==> config.mk <==
export PLATFORM = sky130hd
export DESIGN_NAME = pit_timer
export DESIGN_NICKNAME = d
export VERILOG_FILES = /design/src/rtl/pit_pkg.sv /design/src/rtl/pit_prescaler.sv /design/src/rtl/pit_counter.sv /design/src/rtl/pit_timer.sv
export SDC_FILE = /design/constraint.sdc
export NUM_CORES = 1
export LEC_CHECK = 0
export BUFFER_PORTS_ARGS = -buffer_cell sky130_fd_sc_hd__buf_2
export CAP_MARGIN = 10
export CORE_ASPECT_RATIO = 0.8
export CORE_MARGIN = 3
export CORE_UTILIZATION = 35
export DETAILED_ROUTE_END_ITERATION = 8
export HOLD_SLACK_MARGIN = 0.02
export PLACE_DENSITY = 0.56
export SLEW_MARGIN = 20
export SYNTH_ARGS = -nofsm -noshare
export SYNTH_HDL_FRONTEND = slang
export SYNTH_SLANG_ARGS = --single-unit
==> constraint.sdc <==
create_clock -name clk -period 2.92 [get_ports clk]
set_input_delay 0.584 -clock clk [delete_from_list [all_inputs] [get_ports clk]]
set_output_delay 0.584 -clock clk [all_outputs]
set_load 0.01 [all_outputs]
==> src/rtl/pit_pkg.sv <==
package pit_pkg;
    localparam int DATA_W = 32;
    localparam int PRE_W  = 12;
    localparam int CTRL_W = 26;
    localparam int SRC_W  = 2;

    localparam int B_EN    = 0;
    localparam int B_ENMOD = 1;
    localparam int B_CIE   = 2;
    localparam int B_RLD   = 3;
    localparam int B_PRE   = 4;
    localparam int B_SWR   = 16;
    localparam int B_OVW   = 17;
    localparam int B_SRC   = 24;

    localparam logic [CTRL_W-1:0] KEEP_MASK = CTRL_W'(26'h03C_0003);

    typedef enum logic [2:0] {
        OFF_CTRL = 3'd0,
        OFF_STAT = 3'd1,
        OFF_LOAD = 3'd2,
        OFF_CMP  = 3'd3,
        OFF_CNT  = 3'd4
    } reg_off_e;

    typedef struct packed {
        logic [CTRL_W-1:0] cr;
        logic              flag;
        logic [DATA_W-1:0] ld;
        logic [DATA_W-1:0] cmp;
    } regs_t;
endpackage

==> src/rtl/pit_prescaler.sv <==
module pit_prescaler #(
    parameter int N_SRC = 3,
    parameter int SRC_W = 2,
    parameter int PRE_W = 12
) (
    input  logic             clk,
    input  logic             rst_n,
    input  logic             en_i,
    input  logic             clr_i,
    input  logic [SRC_W-1:0] src_i,
    input  logic [PRE_W-1:0] div_i,
    input  logic [N_SRC-1:0] tick_i,
    output logic             step_o
);
    localparam int N_CODE = 1 << SRC_W;

    typedef struct packed {
        logic [PRE_W-1:0] div_cnt;
    } pre_t;

    pre_t        s_d, s_q;
    logic [N_CODE-1:0] src_vec;
    logic        sel_tick;

    assign src_vec[0] = 1'b0;
    for (genvar g = 1; g < N_CODE; g++) begin : g_src
        if (g <= N_SRC) begin : g_on
            assign src_vec[g] = tick_i[g-1];
        end else begin : g_off
            assign src_vec[g] = 1'b0;
        end
    end

    assign sel_tick = src_vec[src_i];

    always_comb begin
        s_d    = s_q;
        step_o = 1'b0;
        if (!en_i || clr_i) begin
            s_d.div_cnt = '0;
        end else if (sel_tick) begin
            if (s_q.div_cnt >= div_i) begin
                step_o      = 1'b1;
                s_d.div_cnt = '0;
            end else begin
                s_d.div_cnt = s_q.div_cnt + 1'b1;
            end
        end
    end

    always_ff @(posedge clk or negedge rst_n) begin
        if (!rst_n) s_q <= '0;
        else        s_q <= s_d;
    end

    // with a non-zero divisor two steps never come back to back
    p_prescale_gap_r4: assert property (@(posedge clk) disable iff (!rst_n)
        step_o |=> (!step_o || div_i == '0));
endmodule

==> src/rtl/pit_counter.sv <==
module pit_counter #(
    parameter int DATA_W = 32
) (
    input  logic              clk,
    input  logic              rst_n,
    input  logic              step_i,
    input  logic              rld_mode_i,
    input  logic [DATA_W-1:0] load_val_i,
    input  logic              force_i,
    input  logic [DATA_W-1:0] force_val_i,
    output logic [DATA_W-1:0] nxt_o,
    output logic [DATA_W-1:0] cnt_o
);
    typedef struct packed {
        logic [DATA_W-1:0] cnt;
    } cnt_t;

    cnt_t s_d, s_q;

    always_comb begin
        if (s_q.cnt == '0) nxt_o = rld_mode_i ? load_val_i : '1;
        else               nxt_o = s_q.cnt - 1'b1;
        s_d = s_q;
        if (force_i)     s_d.cnt = force_val_i;
        else if (step_i) s_d.cnt = nxt_o;
    end

    always_ff @(posedge clk or negedge rst_n) begin
        if (!rst_n) s_q <= '0;
        else        s_q <= s_d;
    end

    assign cnt_o = s_q.cnt;

    // no step and no forced load keeps the count
    p_hold_r12: assert property (@(posedge clk) disable iff (!rst_n)
        (!step_i && !force_i) |=> $stable(cnt_o));
    // free-running wrap from zero
    p_wrap_r5: assert property (@(posedge clk) disable iff (!rst_n)
        (step_i && !force_i && cnt_o == '0 && !rld_mode_i) |=> cnt_o == '1);
    // plain decrement
    p_dec_r5: assert property (@(posedge clk) disable iff (!rst_n)
        (step_i && !force_i && cnt_o != '0) |=> cnt_o == $past(cnt_o) - 1'b1);
    // a forced value lands on the next edge
    p_force_r7: assert property (@(posedge clk) disable iff (!rst_n)
        force_i |=> cnt_o == $past(force_val_i));
endmodule

==> src/rtl/pit_timer.sv <==
module pit_timer
    import pit_pkg::*;
#(
    parameter int ADDR_W = 3,
    parameter int N_SRC  = 3
) (
    input  logic              clk,
    input  logic              rst_n,
    input  logic [N_SRC-1:0]  tick_en_i,
    input  logic              bus_wr_i,
    input  logic [ADDR_W-1:0] bus_addr_i,
    input  logic [DATA_W-1:0] bus_wdata_i,
    output logic [DATA_W-1:0] bus_rdata_o,
    output logic              irq_o
);
    localparam logic [DATA_W-1:0] ALL_ONES = '1;

    regs_t             s_d, s_q;
    logic              step;
    logic              force_ld;
    logic [DATA_W-1:0] force_val;
    logic              soft_rst;
    logic              hit;
    logic [DATA_W-1:0] cnt_nxt;
    logic [DATA_W-1:0] cnt;
    logic              wr_ctrl, wr_stat, wr_load, wr_cmp;
    logic [CTRL_W-1:0] new_cr;

    assign wr_ctrl = bus_wr_i && (bus_addr_i == ADDR_W'(OFF_CTRL));
    assign wr_stat = bus_wr_i && (bus_addr_i == ADDR_W'(OFF_STAT));
    assign wr_load = bus_wr_i && (bus_addr_i == ADDR_W'(OFF_LOAD));
    assign wr_cmp  = bus_wr_i && (bus_addr_i == ADDR_W'(OFF_CMP));
    assign new_cr  = bus_wdata_i[CTRL_W-1:0];

    pit_prescaler #(
        .N_SRC (N_SRC),
        .SRC_W (SRC_W),
        .PRE_W (PRE_W)
    ) u_pre (
        .clk    (clk),
        .rst_n  (rst_n),
        .en_i   (s_q.cr[B_EN]),
        .clr_i  (soft_rst),
        .src_i  (s_q.cr[B_SRC +: SRC_W]),
        .div_i  (s_q.cr[B_PRE +: PRE_W]),
        .tick_i (tick_en_i),
        .step_o (step)
    );

    pit_counter #(
        .DATA_W (DATA_W)
    ) u_cnt (
        .clk         (clk),
        .rst_n       (rst_n),
        .step_i      (step),
        .rld_mode_i  (s_q.cr[B_RLD]),
        .load_val_i  (s_q.ld),
        .force_i     (force_ld),
        .force_val_i (force_val),
        .nxt_o       (cnt_nxt),
        .cnt_o       (cnt)
    );

    always_comb begin
        s_d       = s_q;
        force_ld  = 1'b0;
        force_val = '0;
        soft_rst  = 1'b0;
        if (wr_ctrl) begin
            if (new_cr[B_SWR]) begin
                soft_rst  = 1'b1;
                s_d.cr    = new_cr & KEEP_MASK;
                s_d.flag  = 1'b0;
                s_d.ld    = ALL_ONES;
                s_d.cmp   = '0;
                force_ld  = 1'b1;
                force_val = '0;
            end else begin
                s_d.cr = new_cr;
                if (new_cr[B_EN] && !s_q.cr[B_EN] && new_cr[B_ENMOD]) begin
                    force_ld  = 1'b1;
                    force_val = new_cr[B_RLD] ? s_q.ld : ALL_ONES;
                end
            end
        end
        if (wr_stat && bus_wdata_i[0]) s_d.flag = 1'b0;
        if (wr_load) begin
            s_d.ld = bus_wdata_i;
            if (s_q.cr[B_OVW]) begin
                force_ld  = 1'b1;
                force_val = bus_wdata_i;
            end
        end
        if (wr_cmp) s_d.cmp = bus_wdata_i;
        hit = step && s_q.cr[B_CIE] && !force_ld && (cnt_nxt == s_q.cmp);
        if (hit) s_d.flag = 1'b1;
    end

    always_ff @(posedge clk or negedge rst_n) begin
        if (!rst_n) begin
            s_q.cr   <= '0;
            s_q.flag <= 1'b0;
            s_q.ld   <= '1;
            s_q.cmp  <= '0;
        end else begin
            s_q <= s_d;
        end
    end

    always_comb begin
        case (bus_addr_i)
            ADDR_W'(OFF_CTRL): bus_rdata_o = DATA_W'(s_q.cr);
            ADDR_W'(OFF_STAT): bus_rdata_o = DATA_W'(s_q.flag);
            ADDR_W'(OFF_LOAD): bus_rdata_o = s_q.ld;
            ADDR_W'(OFF_CMP):  bus_rdata_o = s_q.cmp;
            ADDR_W'(OFF_CNT):  bus_rdata_o = cnt;
            default:           bus_rdata_o = '0;
        endcase
    end

    assign irq_o = s_q.flag && s_q.cr[B_CIE] && s_q.cr[B_EN];

    // control only changes through a control write
    p_ctrl_hold_r2: assert property (@(posedge clk) disable iff (!rst_n)
        !wr_ctrl |=> $stable(s_q.cr));
    // the self-clearing reset bit never sticks
    p_swr_clear_r2: assert property (@(posedge clk) disable iff (!rst_n)
        wr_ctrl |=> !s_q.cr[B_SWR]);
    // a clearing status write without a new match drops the flag
    p_flag_clear_r9: assert property (@(posedge clk) disable iff (!rst_n)
        (wr_stat && bus_wdata_i[0] && !step) |=> !s_q.flag);
    // the flag is sticky without a clearing write
    p_flag_sticky_r8: assert property (@(posedge clk) disable iff (!rst_n)
        (s_q.flag && !(wr_stat && bus_wdata_i[0]) && !wr_ctrl) |=> s_q.flag);
    // soft reset state
    p_soft_reset_r11: assert property (@(posedge clk) disable iff (!rst_n)
        (wr_ctrl && new_cr[B_SWR]) |=> (s_q.ld == ALL_ONES && cnt == '0 && !s_q.flag && s_q.cmp == '0));
endmodule

; Word-level counts from Yosys, hierarchy flattened
; Index checks and enable logic that the tools add are counted.
; Widths: inputs -> output; s select.
[totals]
ram_bits = 0
memories = 0
ff_bits = 135
elab_cells = 76
romBits = 0
input_bits = 41
latchBits = 0
output_inout_bits = 33
[classes]
add_sub_neg = 2
n_mux = 33
n_reduce_logical = 28
multipliers = 0
shift = 0
eq_ne = 5
n_div = 0
bitwise_logic = 0
order_cmp = 2
[op_table]
columns = operator, count
row1 = $mux 32, 12
row2 = $pmux 32 s5, 1
row3 = $mux 65, 2
row4 = $mux 12, 3
row5 = $eq 32x32->1, 1
row6 = $logic_not 32->1, 1
row7 = $sub 32x1->32 const B, 1
row8 = $mux 26, 1
row9 = $mux 1, 13
row10 = $add 12x1->12 const B, 1
row11 = $ge 12x12->1, 1
row12 = $logic_and 1x1->1, 12
row13 = $reduce_bool 2->1, 6
row14 = $eq 3x2->1 const B, 2
row15 = $reduce_and 2->1, 3
row16 = $reduce_bool 3->1, 2
row17 = $eq 3x1->1 const B, 1
row18 = $eq 3x3->1 const B, 1
row19 = $logic_not 3->1, 1
row20 = $lt 2x3->1 const B, 1
row21 = $bmux 1 s2, 1
row22 = $logic_not 1->1, 2
row23 = $logic_or 1x1->1, 1

; Longest topological paths before layout
; Gate-level depths: netlist of the first run.
[logic_depth]
ltp_word = 13
mapped_depth = 12
ltp_nobuf = 11

; Modules after synthesis
; From an unflattened synthesis of the first run, not the netlist that was laid out.
[hier_totals]
cells_unflattened = 1157
area_unflattened_um2 = 9142.5
[modules_own_cells]
columns = mod, seq_area_each_um2, area_each_um2, cells_per_inst, instances
row1 = pit_timer, 2292.2, 5272.6, 671, 1
row2 = pit_counter, 800.8, 2835.2, 362, 1
row3 = pit_prescaler, 300.3, 1034.7, 124, 1

; Worst setup path before layout of the first run
; Ideal clock, no wire load.
[synth_path]
path_type = flip-flop to flip-flop
from = reg u_cnt.s_q (netlist bit u_cnt.cnt_o[0])
to = reg s_q[64] (netlist bit)
n_path_buf = 0
arrival_ns = 2.561
period_less_slack_ns = 2.653
t_required_ns = 2.828
setup_ns = 0.092
stages_incl_launch_ff = 12
setup_slack_ns = 0.267
cell_sequence = dfrtp_1 inv_1 ha_1 nor3b_1 or3b_1 xor2_1 a221oi_1 o22a_1 o221ai_1 nor4_2 nand4_1 o31ai_2
[synth_between]
elab_chain_len = 6
word_cells_on_any_way = 9
cone_classes = add/sub: 1 / eq/ne: 1 / mux: 2 / reduce/logical: 5
[synth_lines]
columns = item, line
row1 = start: declaration, pit_counter.sv:18  ; cnt_t s_d, s_q;
row2 = start signal: assignment, pit_counter.sv:29  ; if (!rst_n) s_q <= '0;
row3 = start signal: assignment, pit_counter.sv:30  ; else s_q <= s_d;
row4 = $sub 32x1->32 / $logic_not 32->1 (equally long branches), "pit_counter.sv:22, pit_counter.sv:21"
row5 = $mux 32 *, pit_counter.sv:21  ; if (s_q.cnt == '0) nxt_o = rld_mode_i ? load_val_i : '1;
row6 = $eq 32x32->1 *, pit_timer.sv:95  ; hit = step && s_q.cr[B_CIE] && !force_ld && (cnt_nxt == s_q.cmp);
row7 = $logic_and 1x1->1 *, pit_timer.sv:95
row8 = $reduce_bool 3->1 (no source line), n/a
row9 = $reduce_and 2->1 (no source line), n/a
row10 = end: declaration, pit_timer.sv:18  ; regs_t s_d, s_q;
; Mark *: on every way between the ends. The rest lies on a longest branch, timed or not.
; A chain may end at the register's enable or synchronous reset.

; Worst setup path after layout of the first run
[layout_path]
from = reg u_cnt.s_q (netlist bit u_cnt.cnt_o[1])
to = reg s_q[64] (netlist bit)
; The elaborated chain is that of the path after synthesis.

==> results.json, run 1 <==
{
  "rr_worst_depth": 11,
  "outcome": "finished clean",
  "cts.path.max_buffers": 2,
  "endpoint_kind": "flop",
  "finalMaxSlewViolations": 0,
  "rsz0062_at_grt": "true",
  "clkTransAtPathRegs_ns": 0.07,
  "start_util_pct": 36.1,
  "synth_ff_type": "dfrtp_1",
  "cts_hold_buffers": 0,
  "cts_tree": "yes",
  "grt_max_degree": 48,
  "worst_pin_slew_ns": 0.655,
  "first_global_vias": 8379,
  "worstSetupPathType": "flop to flop",
  "ys_warn_count": 0,
  "grt_antenna_before_repair": 2,
  "mostFrequentLayoutCells": "nand2_1 (147), dfrtp_1 (101), buf_4 (93)",
  "syn_avg_cell_area_sq_um": 8.69,
  "setup_violations": 0,
  "fin_skew_ns": 0.0188,
  "crit_arrival_ns": 3.23,
  "synthTopCellsByArea": "dfrtp_1 (30%), dfstp_2 (9.8%), nand2_1 (6.4%)",
  "crit_family": "simple AND/OR/NAND/NOR gates",
  "grt_use_total_pct": 27.2,
  "diodes": 0,
  "drt-wirelength-per-cell_um": 25.1,
  "io_pins": 74,
  "dieArea_sq_mm": 0.0265,
  "synth_nets": 1045,
  "fin_util_pct": 45.0,
  "drc_errors": 0,
  "fin_crit_sh_pct": 98.7,
  "syn_inst": 989,
  "nNetsFinal": 1167,
  "hold_viol_final": 0,
  "crit_path_end": "s_q[64]",
  "design_area_sq_mm": 0.0107,
  "critical_path.max_stage_delay_ns": 0.41,
  "post-route-min-period_ns": 2.88,
  "yosysTopAreaCellShare_pct": 29.7,
  "drive_gt1_share_pct": 25.8,
  "globalRouteOverflowTotal": 0,
  "viasPerCell": 6.10,
  "crit_chain": "inv_1 > ha_1 > nor3b_2 > or3b_1 > xor2_1 > a221oi_1 > o22a_1 > o221ai_1 > nor4_2 > nand4_1 > o31ai_2",
  "fmax_ghz": 0.347,
  "drtPass1Iterations": 5,
  "htreeDepth": 4,
  "num_rows": 50,
  "synth_edf_count": 0,
  "synthDistinctLibCells": 73,
  "cp_slowest_cell": "dfrtp_1",
  "r2r_end": "s_q[64]",
  "p_per_area_mw_per_mm2": 762,
  "fin_setup_tns_ns": 0,
  "cp-start-kind": "flop",
  "worst-path-max-fanout": 4,
  "chipWidth_um": 181,
  "dr_total_vias": 8759,
  "critical_path.startpoint": "u_cnt.cnt_o[1]",
  "worstSkewPairLatency_ns": 0.45,
  "rrSetupSlack_ns": 0.04,
  "crit_buf_inv": 1,
  "ys_ff_latch": 134,
  "max-cap-violations": 0,
  "worstPathRequired_ns": 3.27,
  "gp_congestion": 0.967,
  "area_growth_pct": 24.6,
  "final_antenna_net_count": 0,
  "rr_startpoint": "u_cnt.cnt_o[1]",
  "die_h_um": 146,
  "drtIter0Drc": 1128,
  "power.leakage_nw": 4.61,
  "placed_cell_area_sq_mm": 0.00992,
  "async_flop_share_pct": 100,
  "post-synth-top-area-cell": "dfrtp_1",
  "grt_pass1_wl_mm": 54.9,
  "wirelength_mm": 36.1,
  "clockRootBuffer": "clkbuf_16",
  "ir_drop_uv": 437,
  "core_sq_mm": 0.0238,
  "layout_commonest_cell": "nand2_1",
  "dp_hpwl_mm": 26.3,
  "portBuffers": 73,
  "clock-sinks": 134,
  "yosysSeqAreaShare_pct": 39.5,
  "critical_path_depth": 11,
  "slew_headroom_pct": 56.3,
  "synth_area_sq_mm": 0.00859,
  "cts_buffers": 17,
  "min_path_type": "input port to asynchronous set/reset pin"
}
## how the worst min path moves through the flow
stage               cells after the start     from  slack, ns         endpoint
global route                            1    rst_n       0.11          s_q[30]
global placement                        2  s_q[88]       0.46          s_q[88]
finish                                  1    rst_n       0.09  u_cnt.cnt_o[21]
CTS                                     1    rst_n       0.10  u_cnt.cnt_o[22]
floorplan                               0    rst_n       0.29           s_q[0]
detailed placement                      2  s_q[87]       0.48          s_q[87]
## cell families (layout without fill, tap and decap cells)
logic type / Yosys count / count (layout) / share of synthesized area [%]
AND/OR/NAND/NOR: 346 / 346 / 19.8
buffers and inverters: 108 / 243 / 4.88
multiplexers: 18 / 18 / 2.21
flip-flops: 134 / 134 / 39.5
adder cells (fa/ha/maj): 15 / 15 / 2.18
XOR/XNOR: 44 / 44 / 4.65
AO/OA/AOI/OAI: 324 / 324 / 26.7
## flip-flops by register name (all words and copies together) (netlist names)
signal	cells
s_q	90
u_cnt.cnt_o	32
u_pre.s_q	12
## layer usage
metal / vias to the layer above / GRT usage (%) / share of wire (%)
met2: 457 / 36.6 / 40
li1: 3925 / - / -
met4: 4 / 6.32 / 1.8
met1: 4317 / 43.0 / 49
met5: - / 0 / 0.075
met3: 56 / 6.85 / 9.7
## cell usage after synthesis (all sizes together), types with 6 or more instances
cell type and count:
a211oi 7, a21oi 29, a221oi 10, a222oi 8, a22o 33, a22oi 51
a31oi 7, a41oi 6, and2 6, and3 6, buf 8, clkbuf 63
dfrtp 102, dfstp 32, ha 15, inv 36, mux2 8, mux2i 10
nand2 147, nand2b 14, nand3 16, nand4 23, nor2 59, nor2b 6
nor3 24, nor4 16, o21ai 82, o22a 32, o22ai 10, o31ai 11
or3 10, xnor2 19, xor2 24
## final cells by class
| type | instances | area (sq um) |
|---|---|---|
| Clock buffer | 19 | 453 |
| Clock inverter | 13 | 146 |
| Fill cell | 2369 | 13100 |
| Inverter | 37 | 139 |
| Multi-Input combinational cell | 747 | 4960 |
| Sequential cell | 134 | 3390 |
| Tap cell | 312 | 390 |
| Timing Repair Buffer | 174 | 1220 |
## power by group
group          switching (mW)  internal [mW]  leakage (nW)
registers               0.598           2.33          1.64
clock network           0.935           1.31         0.284
logic                    1.65           1.33          2.68
total                    3.19           4.97          4.61
## timing repair
action | in CTS | in global routing
setup buffers | 0 | 0
endpoints found under the setup margin | 4 | 11
resized for setup | 4 | 27
## stage by stage
step	setup WS (ns)	hold WS, ns	power, mW	std cells
after CTS	0.0186	0.101	7.99	1435
after global routing	-0.0320	0.114	8.53	1436
final	0.0389	0.0878	8.15	1436
after detailed placement	-0.0569	0.476	5.72	1403
after floorplan	0.267	0.288	4.36	989
after global placement	0.0113	0.464	5.73	1403
Power figures use the tool's default switching activity.
==> run 2, diff against run 1 <==
Settings changed: REMOVE_ABC_BUFFERS set to 1.
==> results.json, run 2 (synthesis gave the netlist of run 1 again) <==
{
  "p_int_mw": 5.37,
  "crit_arrival_ns": 3.28,
  "dp_hpwl_mm": 24.7,
  "dieArea_sq_mm": 0.0265,
  "switchingPower_mw": 3.16,
  "switching_share_pct": 37.1,
  "worst-path-max-fanout": 4,
  "drc_errors": 0,
  "diodes": 0,
  "slew_headroom_pct": 55.5,
  "clkTransAtPathRegs_ns": 0.06,
  "hold_ws_ns": 0.0290,
  "grt_max_degree": 71,
  "fin_setup_tns_ns": -0.0124,
  "cts_buffers": 17,
  "fin_util_pct": 46.0,
  "clockPowerShare_pct": 30.1,
  "area_growth_pct": 27.4,
  "placed_cell_area_sq_mm": 0.0100,
  "cp-start-kind": "flop",
  "violations": "negative setup slack",
  "rrSetupSlack_ns": -0.01,
  "core_sq_mm": 0.0238,
  "largest_reg_flops": 90,
  "htreeDepth": 4,
  "seq_power_share_pct": 34.0,
  "p_per_area_mw_per_mm2": 780,
  "globalRouteOverflowTotal": 0,
  "finalMaxSlewViolations": 0,
  "first_global_vias": 8411,
  "drtIter0Drc": 1078,
  "hold_viol_final": 0,
  "worstSetupPathType": "flop to flop",
  "grt_pass1_wl_mm": 53.7,
  "clock-sinks": 134,
  "drt-wirelength-per-cell_um": 24.1,
  "dr_total_vias": 8653,
  "chipWidth_um": 181,
  "io_pins": 74,
  "worstSkewPairLatency_ns": 0.45,
  "design_area_sq_mm": 0.0109,
  "grt_use_total_pct": 26.4,
  "fin_skew_ns": 0.0113,
  "clockRootBuffer": "clkbuf_16",
  "die_h_um": 146,
  "portBuffers": 73,
  "drtPass1Iterations": 6,
  "mostFrequentLayoutCells": "nand2_1 (144), buf_4 (106), dfrtp_1 (102)",
  "layout_commonest_cell": "nand2_1",
  "max-cap-violations": 0,
  "grt_antenna_before_repair": 2,
  "wirelength_mm": 35.0,
  "fmax_ghz": 0.341,
  "cts_tree": "yes",
  "setup_violations": 1,
  "gp_congestion": 0.996,
  "ir_drop_uv": 462,
  "top_register": "s_q",
  "viasPerCell": 5.97,
  "endpoint_kind": "flop",
  "worstPathRequired_ns": 3.27,
  "drive_gt1_share_pct": 27.3,
  "start_util_pct": 36.1,
  "worst_pin_slew_ns": 0.667,
  "cts.path.max_buffers": 2,
  "outcome": "complete, but fails checks",
  "p_total_mw": 8.53,
  "min_path_type": "input port to asynchronous set/reset pin",
  "rsz0062_at_grt": "true",
  "power.leakage_nw": 4.73,
  "post-route-min-period_ns": 2.93,
  "num_rows": 50,
  "final_antenna_net_count": 0,
  "p_comb_share_pct": 35.9,
  "fin_crit_sh_pct": 100,
  "nNetsFinal": 1180,
  "fin_ws_ns": -0.0124
}
==> run 2: layout make-up <==
type / instances / area, sq um
inverters: 37 / 139
fillers: 2361 / 12800
repair buffers: 187 / 1330
clock buffers: 20 / 467
clock inverters: 12 / 223
multi-input cells: 747 / 5000
flip-flops and latches: 134 / 3390
well taps: 312 / 390
==> run 2: critical path: stages, from the launching register on <==
cell and delay [ns]:
dfrtp_1 0.47, inv_1 0.14, ha_1 0.31, and4_4 0.30, nand3_4 0.09, or3_4 0.36
a2111oi_4 0.36, o2111ai_2 0.17, nor4_2 0.29, nand4_1 0.15, o31ai_2 0.20
==> run 2: power groups by stage <==
| stage | Combinational (mW) | Clock [mW] | Sequential (mW) |
|---|---|---|---|
| after CTS | 2.89 | 2.60 | 2.84 |
| final | 3.06 | 2.57 | 2.90 |
| after detailed placement | 2.86 | 0 | 2.86 |
| after floorplan | 1.53 | 0 | 2.78 |
| after global placement | 2.88 | 0 | 2.85 |
| after global routing | 3.31 | 2.69 | 2.95 |
==> run 2: path summary, 6_finish.rpt <==
| kind | cells past startpoint | endpoint | from |
|---|---|---|---|
| setup / recovery | 10 | s_q[64] | u_cnt.cnt_o[1] |
| hold / removal | 1 | s_q[27] | rst_n |
| setup reg to reg | 10 | s_q[64] | u_cnt.cnt_o[1] |
| hold reg to reg | 2 | s_q[88] | s_q[88] |
| max in group asynchronous | 2 | s_q[44] | rst_n |
| min in group clk | 2 | s_q[27] | bus_wdata_i[27] |
==> run 2: metrics by stage <==
stage	setup WS (ns)	cells
floorplan	-1.62	918
global placement	-0.241	1413
detailed placement	-0.0433	1413
CTS	0.00418	1445
global route	-0.146	1449
finish	-0.0124	1449
==> run 2: routing by layer <==
metal	vias to the layer above	part of all wire (%)	GRT usage, %
met4	4	1.7	7.65
met5	-	0.15	0
met3	57	11	8.89
met1	4217	48	40.8
li1	3944	-	-
met2	431	39	34.4
==> run 2: what timing repair did <==
item | CTS | global route
endpoints found under the setup margin | 4 | 8
hold endpoints to repair | 0 | 0
pin swaps | 1 | 8
gates resized for setup | 6 | 31
setup buffers | 0 | 3
hold buffers | 0 | 0
==> run 3, diff against run 2 <==
Settings changed: CORE_UTILIZATION 35 to 25, PLACE_DENSITY 0.56 to 0.44, SKIP_LAST_GASP set to 1.
==> results.json, run 3 (synthesis gave the netlist of run 1 again) <==
{
  "crit_chain": "nor4_4 > buf_4 > buf_4 > and2_2 > nand3b_1 > xor2_2 > a222oi_1 > a31oi_1 > nor4_1 > nand3_1 > o31ai_2",
  "min_path_type": "input port to asynchronous set/reset pin",
  "p_total_mw": 8.05,
  "drtIter0Drc": 928,
  "worstPathRequired_ns": 3.28,
  "dp_hpwl_mm": 27.7,
  "grt_max_degree": 58,
  "fmax_ghz": 0.352,
  "largest_reg_flops": 90,
  "cts.path.max_buffers": 2,
  "grt_use_total_pct": 20.8,
  "hold_viol_final": 0,
  "setup_violations": 0,
  "cts_hold_buffers": 0,
  "critical_path.startpoint": "u_cnt.cnt_o[5]",
  "pre_cts_slack_ns": -0.137,
  "design_area_sq_mm": 0.0109,
  "layout_commonest_cell": "nand2_1",
  "drt-wirelength-per-cell_um": 23.9,
  "worstSkewPairLatency_ns": 0.44,
  "worst-path-max-fanout": 7,
  "drtPass1Iterations": 5,
  "globalRouteOverflowTotal": 0,
  "slew_headroom_pct": 50.6,
  "cts_tree": "yes",
  "portBuffers": 73,
  "power.leakage_nw": 4.69,
  "p_per_area_mw_per_mm2": 736,
  "cp_slowest_cell": "dfrtp_1",
  "critical_path.max_stage_delay_ns": 0.41,
  "fin_ws_ns": 0.0821,
  "wirelength_mm": 37.6,
  "fin_crit_sh_pct": 97.2,
  "die_h_um": 172,
  "dieArea_sq_mm": 0.0366,
  "grt_antenna_before_repair": 0,
  "worst_pin_slew_ns": 0.741,
  "post-route-min-period_ns": 2.84,
  "clockRootBuffer": "clkbuf_16",
  "placed_cell_area_sq_mm": 0.0101,
  "htreeDepth": 4,
  "rr_startpoint": "u_cnt.cnt_o[5]",
  "cts_buffers": 17,
  "chipWidth_um": 213,
  "first_global_vias": 8422,
  "drc_errors": 0,
  "gp_congestion": 0.933,
  "path_common_cell": "buf_4",
  "top_register": "s_q",
  "final_antenna_net_count": 0,
  "crit_family": "simple AND/OR/NAND/NOR gates",
  "diodes": 0,
  "crit_buf_inv": 2,
  "area_growth_pct": 27.3,
  "num_rows": 60,
  "ir_drop_uv": 372,
  "start_util_pct": 25.4,
  "worstSetupPathType": "flop to flop",
  "grt_pass1_wl_mm": 56.6,
  "dr_total_vias": 8669,
  "endpoint_kind": "flop",
  "clkTransAtPathRegs_ns": 0.07,
  "fin_skew_ns": 0.0126,
  "nFillCells": 3593,
  "mostFrequentLayoutCells": "nand2_1 (144), buf_4 (111), dfrtp_1 (102)",
  "clock-sinks": 134,
  "drive_gt1_share_pct": 27.9,
  "finalMaxSlewViolations": 0,
  "nNetsFinal": 1182,
  "viasPerCell": 5.51,
  "crit_arrival_ns": 3.19,
  "core_sq_mm": 0.0338,
  "outcome": "finished clean",
  "max-cap-violations": 0,
  "rsz0062_at_grt": "true",
  "io_pins": 74,
  "cp-start-kind": "flop"
}
[run 3: cell count changes in the layout (fill, tap and decap cells not counted), sizes merged]
| cell | change |
|---|---|
| bufinv | -6 |
| clkbuf | -3 |
| inv | +5 |
| clkinv | +3 |
| buf | +2 |
| clkinvlp | +1 |
[run 3: where the power goes]
part | internal [mW] | leakage, nW | total (mW) | switching [mW]
combinational | 1.38 | 2.78 | 3.13 | 1.75
clock | 1.10 | 0.263 | 2.06 | 0.959
sequential | 2.33 | 1.64 | 2.86 | 0.529
total | 4.81 | 4.69 | 8.05 | 3.24
[run 3: through the flow]
step	std cells	utilization, %	hold WS, ns	setup TNS, ns
2_1_floorplan	918	-	0.288	-71.26
3_3_place_gp	1538	30.0	0.464	-0.282
3_5_place_dp	1538	30.0	0.472	-0.172
4_1_cts	1570	31.8	0.147	-0.0440
5_1_grt	1573	32.4	0.141	-0.0839
6_report	1573	32.4	0.0925	0
[run 3: metal layers]
layer	wire, um	GRT usage (%)
met3	2530	5.18
met2	15200	29.3
met4	584	4.57
met1	19300	31.8
met5	0	0
[run 3: path summary, 6_finish.rpt]
path	endpoint	slack [ns]	depth (start not counted)
hold reg to reg	s_q[88]	0.49	2
max in group asynchronous	s_q[42]	2.01	2
setup reg to reg	s_q[64]	0.08	11
min in group clk	u_cnt.cnt_o[31]	0.40	3
setup / recovery	s_q[64]	0.08	11
hold / removal	s_q[26]	0.09	1
[run 3: final cells by class]
type / instances / area [sq um] / area share [%]
clock buffer: 17 / 425 / 3.89
clock inverter: 15 / 123 / 1.12
inverter: 37 / 139 / 1.27
multi-input combinational: 747 / 5030 / 46.0
sequential: 134 / 3390 / 31.0
tap: 434 / 543 / 4.97
timing repair buffer: 189 / 1280 / 11.7
[run 3: timing repair]
item                                    CTS  global route
gates resized for setup                   9            39
buffers inserted                          0             3
endpoints found under the setup margin    2             7
cloned                                    0             0
pin swaps                                 2             7
